File: config.mk
export PLATFORM = sky130hd
export DESIGN_NAME = bus_cycle_ctrl
export DESIGN_NICKNAME = d
export VERILOG_FILES = /design/src/rtl/bcc_pkg.sv /design/src/rtl/bcc_seq.sv /design/src/rtl/bcc_strobe.sv /design/src/rtl/bcc_pinmux.sv /design/src/rtl/bus_cycle_ctrl.sv
export SDC_FILE = /design/constraint.sdc
export NUM_CORES = 1
export LEC_CHECK = 0
export BUFFER_PORTS_ARGS = -buffer_cell sky130_fd_sc_hd__clkbuf_2
export CAP_MARGIN = 0
export CORE_MARGIN = 2
export CORE_UTILIZATION = 48
export DETAILED_ROUTE_END_ITERATION = 16
export PLACE_DENSITY_LB_ADDON = 0.1
export REMOVE_ABC_BUFFERS = 1
export SKIP_CTS_REPAIR_TIMING = 1
export SLEW_MARGIN = 30
export SYNTH_ARGS = -nofsm -noshare
export SYNTH_HDL_FRONTEND = slang
export SYNTH_SLANG_ARGS = --single-unit
File: constraint.sdc
create_clock -name clk -period 2 [get_ports clk]
set_input_delay 0 -clock clk [delete_from_list [all_inputs] [get_ports clk]]
set_output_delay 0 -clock clk [all_outputs]
set_load 0.01 [all_outputs]
File: src/rtl/bcc_pkg.sv
package bcc_pkg;
  typedef enum logic [3:0] {
    ST_IDLE, ST_T1, ST_T2, ST_TW, ST_T3, ST_FLT, ST_GNT, ST_HLT, ST_DLY
  } bcc_state_e;

  function automatic logic in_cycle(input bcc_state_e s);
    return (s == ST_T1) || (s == ST_T2) || (s == ST_TW) || (s == ST_T3);
  endfunction

  function automatic logic late_cycle(input bcc_state_e s);
    return (s == ST_T2) || (s == ST_TW) || (s == ST_T3);
  endfunction
endpackage

File: src/rtl/bcc_seq.sv
module bcc_seq
  import bcc_pkg::*;
#(
  parameter int RESTART_DLY = 16
) (
  input  logic       clk,
  input  logic       rst,
  input  logic       req_valid,
  output logic       req_ready,
  input  logic       wait_n,
  input  logic       busreq_n,
  input  logic       halt_req,
  input  logic       halt_dly_en,
  output bcc_state_e state_q,
  output bcc_state_e state_d,
  output logic       busack_n,
  output logic       halt_n,
  output logic       done
);
  localparam int CNT_W = $clog2(RESTART_DLY + 1);

  logic [CNT_W-1:0] cnt_q;

  assign req_ready = (state_q == ST_IDLE) && busreq_n && !halt_req;

  always_comb begin
    state_d = state_q;
    case (state_q)
      ST_IDLE: begin
        if (!busreq_n)      state_d = ST_FLT;
        else if (halt_req)  state_d = ST_HLT;
        else if (req_valid) state_d = ST_T1;
      end
      ST_T1:        state_d = ST_T2;
      ST_T2, ST_TW: state_d = wait_n ? ST_T3 : ST_TW;
      ST_T3:        state_d = ST_IDLE;
      ST_FLT:       state_d = busreq_n ? ST_IDLE : ST_GNT;
      ST_GNT:       state_d = busreq_n ? ST_IDLE : ST_GNT;
      ST_HLT: begin
        if (!halt_req) state_d = halt_dly_en ? ST_DLY : ST_IDLE;
      end
      ST_DLY: begin
        if (cnt_q == CNT_W'(RESTART_DLY - 1)) state_d = ST_IDLE;
      end
      default:      state_d = ST_IDLE;
    endcase
  end

  always_ff @(posedge clk) begin
    if (rst) begin
      state_q  <= ST_IDLE;
      cnt_q    <= '0;
      busack_n <= 1'b1;
      halt_n   <= 1'b1;
      done     <= 1'b0;
    end else begin
      state_q  <= state_d;
      cnt_q    <= (state_q == ST_DLY) ? cnt_q + 1'b1 : '0;
      busack_n <= (state_d != ST_GNT);
      halt_n   <= (state_d != ST_HLT);
      done     <= (state_q == ST_T3);
    end
  end
endmodule

File: src/rtl/bcc_strobe.sv
module bcc_strobe
  import bcc_pkg::*;
#(
  parameter int ADDR_W = 20,
  parameter int IO_W   = 16,
  parameter int DATA_W = 8
) (
  input  logic              clk,
  input  logic              rst,
  input  bcc_state_e        state_q,
  input  bcc_state_e        state_d,
  input  logic              accept,
  input  logic [1:0]        req_kind,
  input  logic              req_fetch,
  input  logic              req_intack,
  input  logic [ADDR_W-1:0] req_addr,
  input  logic [DATA_W-1:0] req_wdata,
  input  logic              m1_en,
  input  logic [DATA_W-1:0] data_i,
  output logic              rd_n,
  output logic              wr_n,
  output logic              mreq_n,
  output logic              iorq_n,
  output logic              m1_n,
  output logic              ctrl_oe,
  output logic [ADDR_W-1:0] addr_o,
  output logic              addr_oe,
  output logic [DATA_W-1:0] data_o,
  output logic              data_oe,
  output logic [DATA_W-1:0] rdata
);
  localparam int HI_W = ADDR_W - IO_W;

  logic [1:0] kind_q, kind_n;
  logic       fetch_q, fetch_n, intack_q, intack_n;
  logic       cyc_d, late_d, is_io, is_wr, floated;

  assign kind_n   = accept ? req_kind : kind_q;
  assign fetch_n  = accept ? (req_fetch && m1_en && (req_kind == 2'b00)) : fetch_q;
  assign intack_n = accept ? (req_intack && (req_kind == 2'b10)) : intack_q;
  assign is_io    = kind_n[1];
  assign is_wr    = kind_n[0];
  assign cyc_d    = in_cycle(state_d);
  assign late_d   = late_cycle(state_d);
  assign floated  = (state_d == ST_FLT) || (state_d == ST_GNT);

  always_ff @(posedge clk) begin
    if (rst) begin
      kind_q   <= 2'b00;
      fetch_q  <= 1'b0;
      intack_q <= 1'b0;
      addr_o   <= '0;
      data_o   <= '0;
      rdata    <= '0;
      rd_n     <= 1'b1;
      wr_n     <= 1'b1;
      mreq_n   <= 1'b1;
      iorq_n   <= 1'b1;
      m1_n     <= 1'b1;
      ctrl_oe  <= 1'b0;
      addr_oe  <= 1'b0;
      data_oe  <= 1'b0;
    end else begin
      kind_q   <= kind_n;
      fetch_q  <= fetch_n;
      intack_q <= intack_n;
      if (accept) begin
        addr_o <= req_kind[1] ? {{HI_W{1'b0}}, req_addr[IO_W-1:0]} : req_addr;
        data_o <= req_wdata;
      end
      if ((state_q == ST_T3) && !kind_q[0]) rdata <= data_i;
      mreq_n  <= !(cyc_d && !is_io);
      iorq_n  <= !(cyc_d && is_io);
      rd_n    <= !(cyc_d && !is_wr && !intack_n);
      wr_n    <= !(late_d && is_wr);
      m1_n    <= !(cyc_d && (fetch_n || intack_n));
      data_oe <= cyc_d && is_wr;
      ctrl_oe <= !floated;
      addr_oe <= !(floated || (state_d == ST_HLT));
    end
  end
endmodule

File: src/rtl/bcc_pinmux.sv
module bcc_pinmux
  import bcc_pkg::*;
(
  input  logic       clk,
  input  logic       rst,
  input  bcc_state_e state_q,
  input  logic       pin_sel,
  input  logic       mreq_n,
  input  logic       rd_n,
  input  logic       wr_n,
  input  logic       ctrl_oe,
  input  logic       alt_b_i,
  output logic       sel_q,
  output logic       pin_a_o,
  output logic       pin_a_oe,
  output logic       pin_b_o,
  output logic       pin_b_oe
);
  always_ff @(posedge clk) begin
    if (rst)                      sel_q <= 1'b0;
    else if (!in_cycle(state_q))  sel_q <= pin_sel;
  end

  assign pin_a_o  = sel_q ? mreq_n : (mreq_n | rd_n);
  assign pin_a_oe = sel_q ? ctrl_oe : 1'b1;
  assign pin_b_o  = sel_q ? alt_b_i : (mreq_n | wr_n);
  assign pin_b_oe = 1'b1;
endmodule

File: src/rtl/bus_cycle_ctrl.sv
module bus_cycle_ctrl
  import bcc_pkg::*;
#(
  parameter int ADDR_W      = 20,
  parameter int IO_W        = 16,
  parameter int DATA_W      = 8,
  parameter int RESTART_DLY = 16
) (
  input  logic              clk,
  input  logic              rst,
  input  logic              req_valid,
  output logic              req_ready,
  input  logic [1:0]        req_kind,
  input  logic              req_fetch,
  input  logic              req_intack,
  input  logic [ADDR_W-1:0] req_addr,
  input  logic [DATA_W-1:0] req_wdata,
  output logic              done,
  output logic [DATA_W-1:0] rdata,
  input  logic              wait_n,
  input  logic              busreq_n,
  output logic              busack_n,
  input  logic              halt_req,
  output logic              halt_n,
  input  logic              m1_en,
  input  logic              halt_dly_en,
  input  logic              pin_sel,
  input  logic              alt_b_i,
  output logic [ADDR_W-1:0] addr_o,
  output logic              addr_oe,
  output logic [DATA_W-1:0] data_o,
  output logic              data_oe,
  input  logic [DATA_W-1:0] data_i,
  output logic              rd_n,
  output logic              wr_n,
  output logic              mreq_n,
  output logic              iorq_n,
  output logic              m1_n,
  output logic              ctrl_oe,
  output logic              pin_a_o,
  output logic              pin_a_oe,
  output logic              pin_b_o,
  output logic              pin_b_oe
);
  bcc_state_e state_q, state_d;
  logic       sel_q;

  bcc_seq #(.RESTART_DLY(RESTART_DLY)) u_seq (
    .clk(clk), .rst(rst), .req_valid(req_valid), .req_ready(req_ready),
    .wait_n(wait_n), .busreq_n(busreq_n), .halt_req(halt_req),
    .halt_dly_en(halt_dly_en), .state_q(state_q), .state_d(state_d),
    .busack_n(busack_n), .halt_n(halt_n), .done(done)
  );

  bcc_strobe #(.ADDR_W(ADDR_W), .IO_W(IO_W), .DATA_W(DATA_W)) u_strobe (
    .clk(clk), .rst(rst), .state_q(state_q), .state_d(state_d),
    .accept(req_valid && req_ready), .req_kind(req_kind),
    .req_fetch(req_fetch), .req_intack(req_intack), .req_addr(req_addr),
    .req_wdata(req_wdata), .m1_en(m1_en), .data_i(data_i),
    .rd_n(rd_n), .wr_n(wr_n), .mreq_n(mreq_n), .iorq_n(iorq_n),
    .m1_n(m1_n), .ctrl_oe(ctrl_oe), .addr_o(addr_o), .addr_oe(addr_oe),
    .data_o(data_o), .data_oe(data_oe), .rdata(rdata)
  );

  bcc_pinmux u_pinmux (
    .clk(clk), .rst(rst), .state_q(state_q), .pin_sel(pin_sel),
    .mreq_n(mreq_n), .rd_n(rd_n), .wr_n(wr_n), .ctrl_oe(ctrl_oe),
    .alt_b_i(alt_b_i), .sel_q(sel_q), .pin_a_o(pin_a_o),
    .pin_a_oe(pin_a_oe), .pin_b_o(pin_b_o), .pin_b_oe(pin_b_oe)
  );
endmodule

Word-level counts from Yosys, hierarchy flattened:

Index checks and enable logic that the tools add are counted.

* bits in registers: 61
* bits in latches: 0
* RAM bits: 0
* memory bits (read-only): 0
* memories kept: 0

* $add $sub $neg: 1
* $mul: 0
* divide/modulo/power cells: 0
* order comparisons: 0
* equality and inequality tests: 19
* shifts and indexed selects: 0
* mux-type cells: 16
* bitwise operators: 3
* reduce and logical (&&, ||, !) cells: 42

Operators by type and width (count)
* $eq 4x3->1 const B: 8
* $mux 4: 6
* $pmux 4 s6: 1
* $mux 20: 1
* $eq 4x2->1 const B: 4
* $logic_and 1x1->1: 14
* $logic_not 1->1: 12
* $logic_or 1x1->1: 11
* $eq 4x1->1 const B: 2
* $ne 4x3->1 const B: 2
* $mux 3: 2
* $reduce_or 2->1: 3
* $add 5x1->5 const B: 1
* $eq 5x4->1 const B: 1
* $mux 1: 5
* $eq 4x4->1 const B: 1
* $logic_not 4->1: 1
* $eq 2x2->1 const B: 1
* $logic_not 2->1: 1
* $mux 2: 1
* $or 1x1->1: 2
* $not 1->1: 1

Depth between registers and ports, before layout:

Gate-level depths: netlist of run 1.

* word-level depth: 11
* depth in mapped cells: 8

Cells and area by module:

From an unflattened synthesis of run 1, not the netlist that was laid out.

* cells, all modules: 253
* area, all modules: 2504.9 um2

Modules (own cells, without submodules)
* bcc_strobe: times used 1, cells each 172, area an instance 1788.0 um2, sequential area each 960.9 um2
* bcc_seq: times used 1, cells each 65, area an instance 599.3 um2, sequential area each 240.2 um2
* bcc_pinmux: times used 1, cells each 15, area an instance 111.4 um2, sequential area each 20.0 um2
* bus_cycle_ctrl: times used 1, cells each 1, area an instance 6.3 um2, sequential area each 0.0 um2

Worst setup path after synthesis of run 1:

OpenSTA, ideal clock, no wires.

* path type: reg2reg
* from: reg u_seq.state_q[0]
* to: reg u_strobe.addr_o[10]
* arrival time: 1.441 ns
* data required time: 1.861 ns
* slack: 0.420 ns
* stages on the path, launching flop included: 8
* period minus slack after synthesis: 1.580 ns
* path through: dfxtp_1 buf_6 nor4_2 nand3_1 buf_2 buf_2 nand2_1 a21oi_2

* longest elaborated chain between the ends: 4

RTL lines
* from (decl): line bcc_seq.sv:14 `output bcc_state_e state_q,`
* from (signal assigned): line bcc_seq.sv:57 `state_q <= state_d;`
* $logic_not 4->1: line bcc_seq.sv:24 `assign req_ready = (state_q == ST_IDLE) && busreq_n && !halt_req;`
* $logic_and 1x1->1 (2 in a row): line bcc_seq.sv:24
* $logic_and 1x1->1: line bus_cycle_ctrl.sv:57 `.accept(req_valid && req_ready), .req_kind(req_kind),`
* to (signal assigned): line bcc_strobe.sv:68 `addr_o <= req_kind[1] ? {{HI_W{1'b0}}, req_addr[IO_W-1:0]} : req_addr;`
* to (decl): line bcc_strobe.sv:26 `output logic [ADDR_W-1:0] addr_o,`

Every way passes these cells.
A chain may end at the register's enable or synchronous reset.

Worst setup path in the final report of run 1:

* from: reg u_seq.state_q[0]
* to: reg u_strobe.data_o[2]

* longest elaborated chain between the ends: 4

RTL lines
* $logic_not 4->1: line bcc_seq.sv:24
* $logic_and 1x1->1 (2 in a row): line bcc_seq.sv:24
* $logic_and 1x1->1: line bus_cycle_ctrl.sv:57
* to (signal assigned): line bcc_strobe.sv:69 `data_o <= req_wdata;`
* to (decl): line bcc_strobe.sv:28 `output logic [DATA_W-1:0] data_o,`

Every way passes these cells.

==> PnR_summary.wiki, run 1 <==
{| class="wikitable"
! Metric !! Value
|-
| Drt first-iter violations || about 110
|-
| Worst supply voltage drop on vdd || about 0.00049 V
|-
| Synthesized instance count || 275
|-
| Share of final-layout standard cells stronger than drive strength 1 || 35.55%
|-
| Total area of multi-input combinational cells || between 1000 and 1500 sq um
|-
| Internal power component || 0.002141 W
|-
| Drt total wl || ~6.2 mm
|-
| Worst min-delay path category || input port to flop
|-
| Largest net degree at the start of global routing || 39
|-
| Length of the first detailed-routing pass in iterations || 4
|-
| Reg-to-reg setup timing slack || 0.18 ns
|-
| Port Buf Inserts || 100
|-
| Die height || between 70 and 80 um
|-
| Number of flops mapped to enable cells by yosys || 0
|-
| Critical Path Slowest Stage Cell || nor4_2
|-
| Largest stage delay on the critical path || 0.43 ns
|-
| Async set-reset flop share out of synthesis || 0%
|-
| CTS buffer count || 9
|-
| Peak fanout along the critical path || 13
|-
| Number of placed instances, taps included || approximately 440
|-
| Number of slew-limit violations in the final report || 0
|-
| Starting utilization of the core area || 49.11%
|-
| First-pass GRT wire length || about 9.0 mm
|-
| Period Utilization, post-route || around nine tenths
|-
| Worst Setup End Kind || flop
|-
| Cell area after synthesis || ~2500 sq um
|-
| Site Rows || 26
|-
| Root buffer cell || clkbuf_8
|-
| Cell Pwr Density || 827.7 nW/um^2
|-
| Detailed placement HPWL || a little under 4 mm
|-
| Number of inserted filler cells in the final layout || 410
|-
| Final-stage net count || about 470
|-
| Number of vias in the routed layout || 2327
|-
| Worst path top cell family by delay || simple AND/OR/NAND/NOR gates
|-
| Kind of start point of the critical path || flop
|-
| Reg area || about 1200 sq um
|-
| Max Cap Violations || 0
|-
| Transition at the pin with the smallest max-transition slack || 0.5491 ns
|-
| Clock-pin slew on the worst setup and hold paths || approximately 0.060 ns
|-
| Leftover overflow at the end of global routing || 0
|-
| Htree depth || 3
|-
| Die footprint || 5785 sq um
|-
| Unrepaired setup endpoints after global routing || false
|-
| Portion of the post-synthesis area used by sequential elements || 49.00%
|-
| Placed cell area || ~3000 sq um
|-
| Data required time at the worst endpoint || between 2 and 2.5 ns
|-
| Share of power burned in combinational logic || between 20% and 30%
|-
| Static leakage || 1.526 nW
|-
| Bufs on Longest Clock Path || 2
|-
| Top-level I/O count || roughly 100
|-
| Count of antenna diodes in the layout || 0
|-
| Post-route cell area || approximately 3600 sq um
|-
| Global-route total usage across every layer || between 10% and 20%
|-
| Kind of critical path || flop to flop
|-
| Sequential share of power || a little under half
|-
| Count of clock tree sinks || slightly above 60
|-
| Final cell count without fillers || a little under 500
|-
| Worst slew margin || between 60% and 70%
|-
| Part of the total power dissipated in the clock network || between 30% and 40%
|-
| Area growth from synthesis to layout || 44.43%
|-
| Unique cell type count in the Yosys netlist || 46
|-
| Final hold violations || 0
|-
| F_max || around 0.55 GHz
|-
| Number of global-route vias before repair || approximately 2000
|-
| Clock Skew || between 0.006 and 0.007 ns
|-
| Tmin final || approximately 1.8 ns
|-
| Status || complete, no violations
|-
| Mean instance size in the synthesized netlist || 9.063 sq um
|-
| RePlAce Congestion || 0.8399
|-
| Final worst hold slack || approximately 0.060 ns
|-
| Buffers & Inverters on Critical Path || 1
|-
| Clock tree from TritonCTS || done
|-
| Placeable core region || between 5000 and 6000 sq um
|-
| Chip width || 76.06 um
|-
| DRC violation count after routing || 0
|-
| Detail-routed via count per cell || ~4.7
|-
| Count of yosys warnings during synthesis || 0
|-
| Mean routed wirelength per cell || 12.56 um
|-
| Primary FF master, synth || dfxtp_1
|-
| Ordered list of cells on the worst path || nor4_2 -> and3_1 -> buf_4 -> nand2_1 -> a21oi_1
|-
| Clock insertion delay at the later pin of the skew report || roughly 0.32 ns
|-
| Worst endpoint data arrival time || around 2 ns
|-
| Flip-flop and latch count after synthesis || 61
|-
| Count of antenna-violating nets left after detailed routing || 0
|-
| Net load switching power || 0.0008386 W
|-
| Setup violation total in the final timing report || 0
|-
| Switch share || between 20% and 30%
|-
| Number of antenna violations at the first check in global routing || 0
|}
cell usage in the layout, fill, tap and decap left out, types with 2 or more instances in the layout:
| cell type | count |
|---|---|
| a21oi_1 | 24 |
| a21oi_2 | 12 |
| and2_1 | 4 |
| and3_1 | 2 |
| buf_4 | 7 |
| clkbuf_1 | 4 |
| clkbuf_2 | 100 |
| clkbuf_8 | 11 |
| dfxtp_1 | 61 |
| dlygate4sd3_1 | 41 |
| ha_1 | 2 |
| inv_1 | 3 |
| mux2i_1 | 10 |
| nand2_1 | 54 |
| nand2_2 | 10 |
| nand2b_1 | 6 |
| nand3_1 | 4 |
| nand3b_1 | 7 |
| nand4bb_1 | 2 |
| nor2_1 | 26 |
| nor3_1 | 4 |
| or2_2 | 2 |
| or3_1 | 2 |
metrics by stage:
stage          worst slack, ns  utilization, %  total power [W]  TNS [ns]
2_1_floorplan          -0.1473               -         0.001749   -0.2950
4_1_cts                 0.2264           62.85         0.002937         0
6_report                0.1800           70.93         0.002980         0
3_5_place_dp            0.2486           59.47         0.001990         0
3_3_place_gp            0.2824           59.47         0.001986         0
5_1_grt                0.03044           70.93         0.003142         0
cell usage after synthesis (5+ instances only):
library cell	instances	area share [%]
dfxtp_1	61	49
a21oi_2	12	4.2
nor2_1	26	3.9
nand2_2	10	2.5
mux2i_1	10	4.0
a21oi_1	24	4.8
nand2b_1	6	1.5
nand2_1	54	8.1
nand3b_1	7	2.1
clkbuf_1	5	0.75
buf_2	5	1.0
area by class of cell:
type	instances	share of cell area, %
flip-flops and latches	61	33.92
multi-input cells	193	31.25
repair buffers	149	27.32
clock buffers	15	4.623
well taps	70	2.433
inverters	3	0.3128
clock inverters	1	0.1390
worst reg2reg max path, cell delays in order (launching register included):
cell and delay [ns]:
dfxtp_1 0.40, nor4_2 0.43, and3_1 0.39, buf_4 0.27
nand2_1 0.09, a21oi_1 0.16
final timing paths:
kind                              end           startpoint  cells past startpoint
setup / recovery   u_strobe.data_o[2]     u_seq.state_q[0]                      5
hold / removal      u_strobe.intack_q          req_kind[1]                      3
setup reg to reg   u_strobe.data_o[2]     u_seq.state_q[0]                      5
hold reg to reg   u_strobe.addr_o[18]  u_strobe.addr_o[18]                      2
power by group through the flow:
| stage | logic [W] | clock network [W] | registers, W |
|---|---|---|---|
| global route | 0.000725 | 0.00103 | 0.00139 |
| floorplan | 0.000322 | 0 | 0.00143 |
| finish | 0.000658 | 0.000945 | 0.00138 |
| CTS | 0.000594 | 0.000970 | 0.00137 |
| global placement | 0.000589 | 0 | 0.00140 |
| detailed placement | 0.000591 | 0 | 0.00140 |
layer usage:
metal  vias up  wire (um)  track usage, %
met5         -          0               0
met4         0         88           7.091
met3         8        429           6.398
met2        93       3054           30.27
met1      1026       2608           23.51
li1       1200          -               -
flip-flops by register name (all words and copies together), names as in the netlist, 2 cells and up:
signal           flops
u_seq.state_q        4
u_seq.cnt_q          5
u_strobe.addr_o     20
u_strobe.rdata       8
u_strobe.data_o      8
u_strobe.kind_q      2
cell families after synthesis:
group	synth area share [%]
compound gates	13.50
xor+xnor	0.7029
fa+ha+maj	1.004
buf+inv	5.873
flops	49.00
mux	4.016
other cells	0.1505
simple gates	25.75
Power figures use the tool's default switching activity.
==> run 2: changes to the inputs <==
CORE_MARGIN = default   (was 2)
==> run 2 against run 1 <==
Against the previous run:
- clock skew about the same
- global-route usage is 2.0 points higher
- register-to-register slack improved by 0.06 ns
- sequential share of layout area down 0.55 points
- routed wire length is 1.5% higher
- via count up 1.4%
- hold slack improved by 0.015 ns
- flip-flop and latch count unchanged
- first-iteration DRC count rose by 11%
==> PnR_summary.wiki, run 2 (synthesized netlist as in run 1, its figures left out) <==
{| class="wikitable"
! Metric !! Value
|-
| Data required time at the worst endpoint || 2.27 ns (+0.03 ns)
|-
| Number of antenna violations at the first check in global routing || 0 (unchanged)
|-
| Site Rows || 25 (-3.8%)
|-
| Worst min-delay path category || input port to flop
|-
| Largest stage delay on the critical path || 0.62 ns (+0.19 ns)
|-
| Die height || 74.06 um (-2.6%)
|-
| Drt total wl || 6.274 mm (+1.5%)
|-
| Detailed placement HPWL || 3.890 mm (+0.34%)
|-
| Number of vias in the routed layout || 2359 (+1.4%)
|-
| Buffers & Inverters on Critical Path || 0 (-1)
|-
| Count of clock tree sinks || 61 (unchanged)
|-
| Detail-routed via count per cell || 4.834 (+2.2%)
|-
| Largest net degree at the start of global routing || 29 (-26%)
|-
| Cell Pwr Density || 925.3 nW/um^2 (+12%)
|-
| Placed cell area || 3002 sq um (-0.54%)
|-
| Drt first-iter violations || 118 (+11%)
|-
| CTS buffer count || 9 (unchanged)
|-
| Status || complete, no violations
|-
| Final core utilization || 75.46% (+4.5 points)
|-
| Final hold violations || 0 (unchanged)
|-
| Worst supply voltage drop on vdd || 0.0006482 V (+31%)
|-
| Clock tree from TritonCTS || done
|-
| Count of antenna-violating nets left after detailed routing || 0 (unchanged)
|-
| Die footprint || 5485 sq um (-5.2%)
|-
| Peak fanout along the critical path || 15 (+2)
|-
| Bufs on Longest Clock Path || 2 (unchanged)
|-
| Max Cap Violations || 0 (unchanged)
|-
| Ordered list of cells on the worst path || nor3_1 -> a32oi_1 -> nor2_1 -> o32ai_2 -> and2_1
|-
| Placeable core region || 4848 sq um (-4.5%)
|-
| Register name with the most flops || u_strobe.addr_o
|-
| Static leakage || 1.559 nW (+2.1%)
|-
| Worst Setup End Kind || flop
|-
| Final cell count without fillers || 488 (-0.81%)
|-
| Sequential share of power || 40.9% (-5.3 points)
|-
| Clock insertion delay at the later pin of the skew report || 0.32 ns (about the same)
|-
| Worst path top cell family by delay || compound AO/OA/AOI/OAI gates
|-
| Switch share || 25.92% (-2.2 points)
|-
| DRC violation count after routing || 0 (unchanged)
|-
| RePlAce Congestion || 0.8527 (+1.5%)
|-
| Port Buf Inserts || 100 (unchanged)
|-
| Tmin final || 1.762 ns (-0.05842 ns)
|-
| Part of the total power dissipated in the clock network || 39.8% (+8.1 points)
|-
| Net load switching power || 0.0008775 W (+4.6%)
|-
| Share of power burned in combinational logic || 19.4% (-2.7 points)
|-
| Most common cell after layout, fill and taps aside || clkbuf_2
|-
| Final-stage net count || 469 (unchanged)
|-
| Internal power component || 0.002508 W (+17%)
|-
| F_max || 0.5677 GHz (+3.3%)
|-
| Worst endpoint data arrival time || 2.03 ns (-0.03 ns)
|-
| Critical Path Slowest Stage Cell || dfxtp_1
|-
| Leading registers by flop count || u_strobe.addr_o: 20 flops, u_strobe.data_o: 8 flops, u_strobe.rdata: 8 flops
|-
| Number of placed instances, taps included || 432 (-0.69%)
|-
| Kind of start point of the critical path || flop
|-
| Post-route cell area || 3659 sq um (+1.6%)
|-
| Length of the first detailed-routing pass in iterations || 4 (unchanged)
|-
| Count of antenna diodes in the layout || 0 (unchanged)
|-
| Root buffer cell || clkbuf_8
|-
| Starting utilization of the core area || 51.41% (+2.3 points)
|-
| Flip-flop count of the largest register after layout || 20 (unchanged)
|-
| Area growth from synthesis to layout || 46.79%
|-
| Chip width || 74.06 um (-2.6%)
|-
| Mean routed wirelength per cell || 12.86 um (+2.4%)
|-
| Kind of critical path || flop to flop
|-
| Leftover overflow at the end of global routing || 0 (unchanged)
|-
| Top-level I/O count || 102 (unchanged)
|-
| Commonest non-fill, non-tap cells in the layout || clkbuf_2, dfxtp_1, nand2_1, dlygate4sd3_1, nor2_1
|-
| Share of final-layout standard cells stronger than drive strength 1 || 36.34% (+0.80 points)
|-
| Setup violation total in the final timing report || 0 (unchanged)
|-
| First-pass GRT wire length || 8.562 mm (-4.9%)
|-
| Global-route total usage across every layer || 20.87% (+2.0 points)
|-
| Clock Skew || 0.006106 ns (-0.0004884 ns)
|-
| Htree depth || 3 (unchanged)
|-
| Clock-pin slew on the worst setup and hold paths || 0.07 ns (about the same)
|-
| Post-layout total power || 0.003385 W (+14%)
|-
| Period Utilization, post-route || 88.08% (-2.9 points)
|-
| Number of slew-limit violations in the final report || 0 (unchanged)
|-
| Number of global-route vias before repair || 1861 (-6.9%)
|-
| Unrepaired setup endpoints after global routing || false
|}
run 2: through the flow:
| step | worst slack [ns] | TNS [ns] | hold WS, ns |
|---|---|---|---|
| 6_report | 0.2384 | 0 | 0.07469 |
| 3_3_place_gp | 0.3322 | 0 | 0.2234 |
| 2_1_floorplan | -0.1473 | -0.2950 | 0.06244 |
| 4_1_cts | 0.2407 | 0 | -0.1305 |
| 5_1_grt | 0.07762 | 0 | 0.08555 |
| 3_5_place_dp | 0.2925 | 0 | 0.2276 |
run 2: tightest hold or removal path, stage by stage:
cell and delay, ns:
clkbuf_2 0.18, mux2i_1 0.12, nand3b_1 0.08
run 2: power groups by stage:
stage / registers, W / logic [W] / clock network [W]
2_1_floorplan: 0.00143 / 0.000322 / 0
3_3_place_gp: 0.00140 / 0.000580 / 0
3_5_place_dp: 0.00141 / 0.000586 / 0
4_1_cts: 0.00138 / 0.000591 / 0.00136
5_1_grt: 0.00140 / 0.000725 / 0.00142
6_report: 0.00138 / 0.000656 / 0.00135
run 2: final timing paths:
path,start,endpoint,slack [ns],depth (start not counted)
setup reg to reg,u_seq.state_q[2],u_strobe.data_oe,0.24,5
setup / recovery,u_seq.state_q[2],u_strobe.data_oe,0.24,5
hold reg to reg,u_seq.cnt_q[0],u_seq.cnt_q[0],0.45,1
hold / removal,req_kind[1],u_strobe.mreq_n,0.07,3
run 2: metal layers:
metal  global-route usage (%)  wire, um  part of all wire, %
met1                    26.18      2692                   43
met2                    32.02      3134                   50
met3                    8.401       367                  5.8
met4                    8.333        80                  1.3
met5                        0         0                    0
run 2: final cells by class:
cell class / count / area (sq um)
well taps: 67 / 83.83
inverters: 3 / 11.26
repair buffers: 149 / 970.9
flip-flops and latches: 61 / 1221
fillers: 363 / 1190
clock inverters: 4 / 95.09
multi-input cells: 193 / 1125
clock buffers: 11 / 151.4
